[src/rtl/sport_pkg.sv]
// Shared constants for the serial port register front end.
// Assumes a 32-bit bus with byte offsets and 16-bit serial words.
package sport_pkg;
    localparam int BUS_W       = 32;
    localparam int ADDR_W      = 8;
    localparam int DATA_W      = 16;
    localparam int SIZE_CODE_W = 4;
    localparam int QUEUE_DEPTH = 8;
    localparam int DIV_W       = 8;
    localparam int NARROW_W    = 8;
    localparam int MIN_CODE    = 3;

    localparam logic [ADDR_W-1:0] OFF_DATA   = 8'h08;
    localparam logic [ADDR_W-1:0] OFF_STATUS = 8'h0C;
    localparam logic [ADDR_W-1:0] OFF_DIV    = 8'h10;
endpackage

[src/rtl/sport_width_mask.sv]
// Builds the transmit and receive bit masks from the frame size code.
// Assumes codes below MIN_CODE act as MIN_CODE. Narrow mode limits only
// the transmit mask to NARROW_W bits.
module sport_width_mask
    import sport_pkg::*;
#(
    parameter int W      = DATA_W,
    parameter int CODE_W = SIZE_CODE_W,
    parameter int NW     = NARROW_W
) (
    input  logic [CODE_W-1:0] size_code,
    input  logic              narrow_mode,
    output logic [W-1:0]      tx_mask,
    output logic [W-1:0]      rx_mask
);
    logic [CODE_W-1:0] eff_code;

    // Clamp the size code to the smallest legal frame.
    assign eff_code = (size_code < CODE_W'(MIN_CODE)) ? CODE_W'(MIN_CODE) : size_code;

    // One mask bit per data bit: kept when its index is within the frame.
    for (genvar i = 0; i < W; i++) begin : g_bit
        assign rx_mask[i] = (int'(eff_code) >= i);
        assign tx_mask[i] = narrow_mode ? (i < NW) : rx_mask[i];
    end
endmodule

[src/rtl/sport_fifo.sv]
// Synchronous queue with registered read and write pointers and a count.
// A push while full is dropped and reported. A pop while empty is ignored.
// The head entry is presented combinationally from the read pointer.
module sport_fifo #(
    parameter int W     = 16,
    parameter int DEPTH = 8
) (
    input  logic          clk,
    input  logic          rst_n,
    input  logic          push,
    input  logic [W-1:0]  push_data,
    input  logic          pop,
    output logic [W-1:0]  head,
    output logic          empty,
    output logic          full,
    output logic          dropped,
    output logic [$clog2(DEPTH+1)-1:0] level
);
    localparam int PW = (DEPTH > 1) ? $clog2(DEPTH) : 1;
    localparam int CW = $clog2(DEPTH+1);

    logic [W-1:0]  mem [DEPTH];
    logic [PW-1:0] wr_ptr, rd_ptr;
    logic [CW-1:0] count;
    logic          do_push, do_pop;

    assign empty   = (count == '0);
    assign full    = (count == CW'(DEPTH));
    assign do_push = push && !full;
    assign do_pop  = pop && !empty;
    assign dropped = push && full;
    assign head    = mem[rd_ptr];
    assign level   = count;

    // Advance the pointers and the occupancy count.
    always_ff @(posedge clk) begin
        if (!rst_n) begin
            wr_ptr <= '0;
            rd_ptr <= '0;
            count  <= '0;
        end else begin
            if (do_push) wr_ptr <= (wr_ptr == PW'(DEPTH-1)) ? '0 : wr_ptr + 1'b1;
            if (do_pop)  rd_ptr <= (rd_ptr == PW'(DEPTH-1)) ? '0 : rd_ptr + 1'b1;
            count <= count + CW'(do_push) - CW'(do_pop);
        end
    end

    // Store accepted entries.
    always_ff @(posedge clk) begin
        if (do_push) mem[wr_ptr] <= push_data;
    end

    // the count never exceeds the depth.
    a_r4_count_bound: assert property (@(posedge clk) disable iff (!rst_n)
        count <= CW'(DEPTH));

    // a push into a full queue does not change the count.
    a_r4_no_overflow: assert property (@(posedge clk) disable iff (!rst_n)
        full && push && !pop |=> $stable(count));

    // a pop from an empty queue moves nothing.
    a_r6_empty_pop: assert property (@(posedge clk) disable iff (!rst_n)
        empty && pop && !push |=> empty && $stable(rd_ptr));
endmodule

[src/rtl/sport_regs.sv]
// Register front end of a synchronous serial port.
// The data offset pushes into the transmit queue on write and pops the
// receive queue on read. The status offset reports queue state and busy.
// The divisor offset holds an even clock prescale value.
// Assumes one-cycle bus strobes and combinational read data.
module sport_regs
    import sport_pkg::*;
(
    input  logic                   clk,
    input  logic                   rst_n,
    input  logic [ADDR_W-1:0]      bus_addr,
    input  logic                   bus_wr_en,
    input  logic                   bus_rd_en,
    input  logic [BUS_W-1:0]       bus_wdata,
    output logic [BUS_W-1:0]       bus_rdata,
    input  logic                   port_en,
    input  logic                   frame_active,
    input  logic [SIZE_CODE_W-1:0] size_code,
    input  logic                   narrow_mode,
    output logic                   tx_valid,
    output logic [DATA_W-1:0]      tx_data,
    input  logic                   tx_pop,
    input  logic                   rx_push,
    input  logic [DATA_W-1:0]      rx_data,
    output logic                   rx_overrun,
    output logic [DIV_W-1:0]       prescale
);
    localparam int LVL_W = $clog2(QUEUE_DEPTH+1);

    logic [DATA_W-1:0] tx_mask, rx_mask, rx_head;
    logic              tx_empty, tx_full, rx_empty, rx_full, rx_drop, tx_drop;
    logic              wr_data, rd_data, busy;
    logic [LVL_W-1:0]  tx_level, rx_level;
    logic [DIV_W-1:0]  div_q;
    logic [DIV_W:0]    unused_bits;

    assign unused_bits = {bus_wdata[BUS_W-1:DATA_W], bus_wdata[0], tx_drop, rx_level[0], tx_level[0]};
    assign wr_data = bus_wr_en && (bus_addr == OFF_DATA);
    assign rd_data = bus_rd_en && (bus_addr == OFF_DATA);
    assign busy    = frame_active || !tx_empty;
    assign tx_valid = port_en && !tx_empty;
    assign prescale = div_q;

    sport_width_mask #(.W(DATA_W), .CODE_W(SIZE_CODE_W), .NW(NARROW_W)) u_mask (
        .size_code   (size_code),
        .narrow_mode (narrow_mode),
        .tx_mask     (tx_mask),
        .rx_mask     (rx_mask)
    );

    sport_fifo #(.W(DATA_W), .DEPTH(QUEUE_DEPTH)) u_txq (
        .clk       (clk),
        .rst_n     (rst_n),
        .push      (wr_data),
        .push_data (bus_wdata[DATA_W-1:0] & tx_mask),
        .pop       (tx_pop && port_en),
        .head      (tx_data),
        .empty     (tx_empty),
        .full      (tx_full),
        .dropped   (tx_drop),
        .level     (tx_level)
    );

    sport_fifo #(.W(DATA_W), .DEPTH(QUEUE_DEPTH)) u_rxq (
        .clk       (clk),
        .rst_n     (rst_n),
        .push      (rx_push && port_en),
        .push_data (rx_data & rx_mask),
        .pop       (rd_data),
        .head      (rx_head),
        .empty     (rx_empty),
        .full      (rx_full),
        .dropped   (rx_drop),
        .level     (rx_level)
    );

    // Sticky overrun: set by a discarded serial push, cleared only by reset.
    always_ff @(posedge clk) begin
        if (!rst_n)       rx_overrun <= 1'b0;
        else if (rx_drop) rx_overrun <= 1'b1;
    end

    // Divisor register: bit 0 is always stored as zero.
    always_ff @(posedge clk) begin
        if (!rst_n)
            div_q <= '0;
        else if (bus_wr_en && bus_addr == OFF_DIV)
            div_q <= {bus_wdata[DIV_W-1:1], 1'b0};
    end

    // Read multiplexer; unmapped offsets and an empty receive queue read zero.
    always_comb begin
        bus_rdata = '0;
        case (bus_addr)
            OFF_DATA:   if (!rx_empty) bus_rdata[DATA_W-1:0] = rx_head;
            OFF_STATUS: bus_rdata[4:0] = {busy, rx_full, !rx_empty, !tx_full, tx_empty};
            OFF_DIV:    bus_rdata[DIV_W-1:0] = div_q;
            default:    bus_rdata = '0;
        endcase
    end

    // with the port disabled, only a bus write may change the transmit count.
    a_r10_tx_hold: assert property (@(posedge clk) disable iff (!rst_n)
        !port_en && !wr_data |=> $stable(tx_level));

    // the receive count cannot grow while the port is disabled.
    a_r10_rx_hold: assert property (@(posedge clk) disable iff (!rst_n)
        !port_en |=> rx_level <= $past(rx_level));

    // overrun never clears once set.
    a_r7_overrun_sticky: assert property (@(posedge clk) disable iff (!rst_n)
        rx_overrun |=> rx_overrun);

    // an entry offered to the engine implies busy.
    a_r9_busy_when_loaded: assert property (@(posedge clk) disable iff (!rst_n)
        tx_valid |-> busy);

    // the divisor stays even.
    a_r11_div_even: assert property (@(posedge clk) disable iff (!rst_n)
        !prescale[0]);
endmodule

[config.mk]
export PLATFORM = sky130hd
export DESIGN_NAME = sport_regs
export DESIGN_NICKNAME = d
export VERILOG_FILES = /design/src/rtl/sport_pkg.sv /design/src/rtl/sport_width_mask.sv /design/src/rtl/sport_fifo.sv /design/src/rtl/sport_regs.sv
export SDC_FILE = /design/constraint.sdc
export NUM_CORES = 1
export LEC_CHECK = 0
export BUFFER_PORTS_ARGS = -buffer_cell sky130_fd_sc_hd__buf_4
export CELL_PAD_IN_SITES_DETAIL_PLACEMENT = 1
export CELL_PAD_IN_SITES_GLOBAL_PLACEMENT = 1
export CORE_MARGIN = 2
export CORE_UTILIZATION = 45
export CTS_CLUSTER_DIAMETER = 120
export DETAILED_ROUTE_END_ITERATION = 10
export PLACE_DENSITY = 0.83
export SLEW_MARGIN = 15
export SYNTH_ARGS = -nofsm -noshare
export SYNTH_HDL_FRONTEND = slang
export SYNTH_SLANG_ARGS = --single-unit
[constraint.sdc]
create_clock -name clk -period 3.37 [get_ports clk]
set_input_delay 0.1685 -clock clk [delete_from_list [all_inputs] [get_ports clk]]
set_output_delay 0.1685 -clock clk [all_outputs]
set_load 0.1 [all_outputs]
-- Word level (Yosys, flattened, before mapping)
Memories as Yosys holds them, arrays and structs flattened. A register that Yosys moved wholly into a read port is not among the register bits.
Cells that the tools add are included.
- flip-flop bits (word level): 28
- bits in latches: 0
- memory bits (writable): 256
- bits in read-only memories: 0
- logic and storage cells: 95
- memories: 2
- memories (memory ; words ; bits a word ; read ports ; clocked after Yosys merged registers in ; wr ports ; RTL line ; RTL):
    u_rxq.mem ; 8 ; 16 ; 1 ; 1 ; 1 ; sport_fifo.sv:22 ; logic [W-1:0] mem [DEPTH];
    u_txq.mem ; 8 ; 16 ; 1 ; 1 ; 1 ; sport_fifo.sv:22 ;
- $add $sub $neg: 8
- multipliers: 0
- div/mod/pow operators: 0
- $lt $le $gt $ge: 16
- eq/ne operators: 9
- shift operators: 0
- muxes and demuxes: 32
- bitwise gates (word level): 2
- reduce and logical (&&, ||, !) cells: 18
- operators with widths (kind ; number):
    16-bit AND ; 2
    4-bit greater-or-equal comparator (second input constant) ; 8
    3-bit two-way mux ; 8
    1-bit two-way mux ; 19
    8-bit by 4-bit == test with 1-bit output (second input constant) ; 2
    4-bit by 3-bit greater-or-equal comparator with 1-bit output (second input constant) ; 4
    16-bit two-way mux ; 1
    5-bit case mux with 3 select lines ; 1
    3-bit by 1-bit adder with 3-bit output (second input constant) ; 4
    3-bit == test (second input constant) ; 4
    1-bit logical AND ; 11
    4-bit by 1-bit adder with 4-bit output ; 2
    4-bit == test (second input constant) ; 2
    8-bit by 5-bit == test with 1-bit output (second input constant) ; 1
    4-bit by 2-bit greater-or-equal comparator with 1-bit output (second input constant) ; 2
    4-bit zero test ; 2
    8-bit two-way mux ; 1
    4-bit by 1-bit subtractor with 4-bit output ; 2
    3-bit case mux with 2 select lines ; 1
    4-bit by 1-bit greater-or-equal comparator with 1-bit output (second input constant) ; 1
    1-bit zero test ; 4
    4-bit by 2-bit less-than comparator with 1-bit output (second input constant) ; 1
    4-bit two-way mux ; 1
    1-bit logical OR ; 1

-- Depth between registers and ports, before layout
- depth after elaboration: 5
- depth in mapped cells: 12
- gate-level depth less buffers: 12

-- Hierarchy
From an unflattened synthesis, not the netlist that was laid out.
- cell total of the unflattened synthesis: 701
- area total of the unflattened synthesis: 12439.4 sq um
- by module, submodules not included (module ; times used ; cells an instance ; area each (sq um)):
    sport_fifo ; 2 ; 266 ; 5619.1
    sport_regs ; 1 ; 122 ; 933.4
    sport_width_mask ; 1 ; 47 ; 267.8

-- Worst setup path after synthesis
Ideal clock, no wire load.
- kind: register to output
- start point: register with a tool-made name
- end point: output port bus_rdata[1]
- arrival: 3232 ps
- data required time: 3201 ps
- path slack: -30 ps
- stages on the path, launching flop included: 6
- cell sequence: dfxtp_1 -> clkbuf_1 -> clkbuf_1 -> mux4_2 -> mux2i_1 -> o21ai_0
- RTL lines (what ; RTL line ; RTL):
    to (decl) ; sport_regs.sv:15 ; output logic [BUS_W-1:0] bus_rdata,

==> impl_metrics.ini <==
[status]
status = complete, no violations

[synth]
synth-edff-count = 256
yosysWarnings = 0
synth.avg_cell_area_um2 = 17.8
ys_types = 51
synth_cells = 667
ys_ff_latch = 290
synth_ff_type = edfxtp_1
syn_area_mm2 = 0.0119
yosysSeqAreaShare_pct = 70.4
async_flop_share_pct = 0

[pwr]
p_clk_share_pct = 38.7
intPower_mw = 6.21
combPwrFrac_pct = 12.5
p_leak_nw = 4.79
p_sw_share_pct = 24.4
p_sw_mw = 2.01
seqPwrFrac_pct = 48.8
p_total_mw = 8.22
irDropWorstVdd_mv = 0.436
power_density_mw_per_mm2 = 582

[clocking]
hold_buffers = 14
cts_max_level = 1
cts_resized = 0
clkSinkCount = 290
clockBufferDepth = 3
cts_tree = done
post_cts_buffers = 0
clk_latency_ns = 0.55
clk_pin_slew_ns = 0.06
root_buffer = clkbuf_16
cts_buffers = 29

[timing]
setup_tns_ns = 0
rsz0062_at_grt = false
period_needed_ns = 2.94
setup-violations-final = 0
fin_ws_ns = 0.433
finalCritPeriodShare_pct = 87.1
clock.fmax_ghz = 0.341
final_hold_viol_count = 0
tightest_slew_ns = 0.985
drv_slew = 0
worst_clock_skew_ns = 0.0235
relSlewSlack_pct = 33.8

[die]
core_mm2 = 0.0260
start_util_pct = 45.8
die_h_um = 167
die_x_um = 167
row_count = 59
die-area_mm2 = 0.0277
ios = 127

[drt]
drcViolationCount = 0
drtAntennaViolNets = 0
vias_per_cell = 5.52
drt_wl_total_um = 27200
vias = 6353
wl_per_cell_um = 23.6
drtIter0Drc = 388
dr.pass1.iters = 4

[grt]
grtUsageTotal_pct = 19.6
gr-usage-met1_pct = 23.9
use_met2_pct = 34.9
busiest_layer = met2
first_global_vias = 7066
grt_pass1_wl_um = 41500
grt_max_degree = 39
grt_util_met3_pct = 3.52
grt_overflow_total = 0
antenna_found_initial = 0

[finish]
nets = 884
final_cell_count_no_fill = 1151
diodes = 0
drive_gt1_share_pct = 32.1
syn2layout_area_growth_pct = 18.8

[worst_setup_path]
required_ns = 3.20
worstSetupEndpointType = primary output
crit_fanout = 18
critPathLaunchType = flip-flop
crit_type = flip-flop to primary output
arrival_ns = 2.77

[min_path]
hp-class = input pin to flip-flop

[job]
cap_violations = 0

[placement]
dp.cells = 1083
place_congestion = 0.815
hpwl_um = 18000
place_ws_ns = 0.692
port_buffers = 93
==> synthesized netlist by cell type (all sizes together) (6+ instances only) <==
| library cell | number | area (um2) |
|---|---|---|
| mux4 | 64 | 1440 |
| and3 | 6 | 38.8 |
| a21boi | 14 | 105 |
| nor2 | 25 | 93.8 |
| nand3 | 13 | 65.1 |
| clkbuf | 23 | 87.6 |
| edfxtp | 256 | 7690 |
| mux2i | 22 | 220 |
| nor2b | 12 | 75.1 |
| nor3 | 9 | 45.0 |
| o21ai | 15 | 75.1 |
| and2 | 9 | 56.3 |
| ha | 20 | 250 |
| dfxtp | 34 | 681 |
| inv | 20 | 75.1 |
| mux2 | 16 | 180 |
| nand2 | 27 | 101 |
| buf | 31 | 198 |
==> metrics by stage <==
stage | util [%] | hold slack [ns] | area (um2)
after global routing | 54.4 | 0.0735 | 14100
after global placement | 50.2 | 0.401 | 13000
after detailed placement | 50.2 | 0.406 | 13000
after floorplan | - | 0.267 | 12000
final | 54.4 | 0.0680 | 14100
after CTS | 54.3 | 0.0421 | 14100
==> area by class of cell <==
| cell class | count | area (um2) |
|---|---|---|
| sequential | 290 | 8370 |
| fill | 2414 | 11900 |
| multi-input combinational | 319 | 3270 |
| inverter | 20 | 75.1 |
| tap | 335 | 419 |
| clock inverter | 13 | 158 |
| clock buffer | 41 | 791 |
| timing repair buffer | 133 | 1050 |
==> state kept, by name (all words and copies together) (netlist names), named ones only <==
register	cells
u_rxq.mem	128
u_txq.mem	128
prescale	7
u_rxq.level	4
u_txq.level	4
u_rxq.rd_ptr	3
u_rxq.wr_ptr	3
u_txq.rd_ptr	3
u_txq.wr_ptr	3
rx_overrun	1
==> cell usage in the layout (no fill, tap or decap), types with 9 or more instances in the layout <==
cell	synthesis	layout
dfxtp_1	34	32
nand2_1	27	27
mux2_2	16	16
and2_1	9	9
o21ai_0	15	9
nor2b_1	12	12
mux2i_1	22	22
buf_4	18	118
mux4_2	64	64
conb_1	1	17
clkbuf_1	22	10
clkbuf_16	0	29
nor2_1	25	25
a21boi_0	12	12
inv_1	20	20
ha_1	20	20
nand3_1	13	13
edfxtp_1	256	256
dlygate4sd3_1	0	14
==> critical path: stages, from the launching register on <==
cell and delay (ns):
dfxtp_2 0.74, buf_4 0.33, mux4_2 0.52, mux2i_1 0.23, o21ai_1 0.13, buf_4 0.25
==> final timing paths <==
| kind | start | to | slack [ns] | cells past startpoint |
|---|---|---|---|---|
| setup / recovery | flip-flop | bus_rdata[7] | 0.43 | 5 |
| hold / removal | rst_n | flip-flop | 0.07 | 2 |
| setup reg to reg | u_txq.level[2]$_SDFF_PN0_ | u_txq.level[2]$_SDFF_PN0_ | 0.66 | 12 |
| hold reg to reg | prescale[7]$_SDFFE_PN0P_ | prescale[7]$_SDFFE_PN0P_ | 0.50 | 2 |
==> layer usage <==
| layer | share of wire [%] | vias up |
|---|---|---|
| met5 | 0 | - |
| met2 | 52 | 207 |
| met4 | 3.4 | 0 |
| li1 | - | 2818 |
| met1 | 39 | 3256 |
| met3 | 5.0 | 72 |
==> cell families (layout without fill, tap and decap cells) <==
family | after synthesis | count (layout) | synth area share (%)
buf+inv | 74 | 207 | 3.03
compound gates | 45 | 45 | 2.48
fa+ha+maj | 22 | 22 | 2.44
simple gates | 129 | 129 | 5.88
flops | 290 | 290 | 70.4
other cells | 1 | 17 | 0.0315
mux | 102 | 102 | 15.5
xor+xnor | 4 | 4 | 0.295
==> power groups by stage <==
stage                     Clock (mW)  Sequential, mW  Combinational (mW)
after CTS                       3.25            4.01                1.04
after floorplan                    0            4.08               0.781
final                           3.18            4.01                1.03
after detailed placement           0            4.09                1.01
after global routing            3.36            4.02                1.10
after global placement             0            4.08               0.987
No activity file was read; power rests on OpenSTA's default activity.
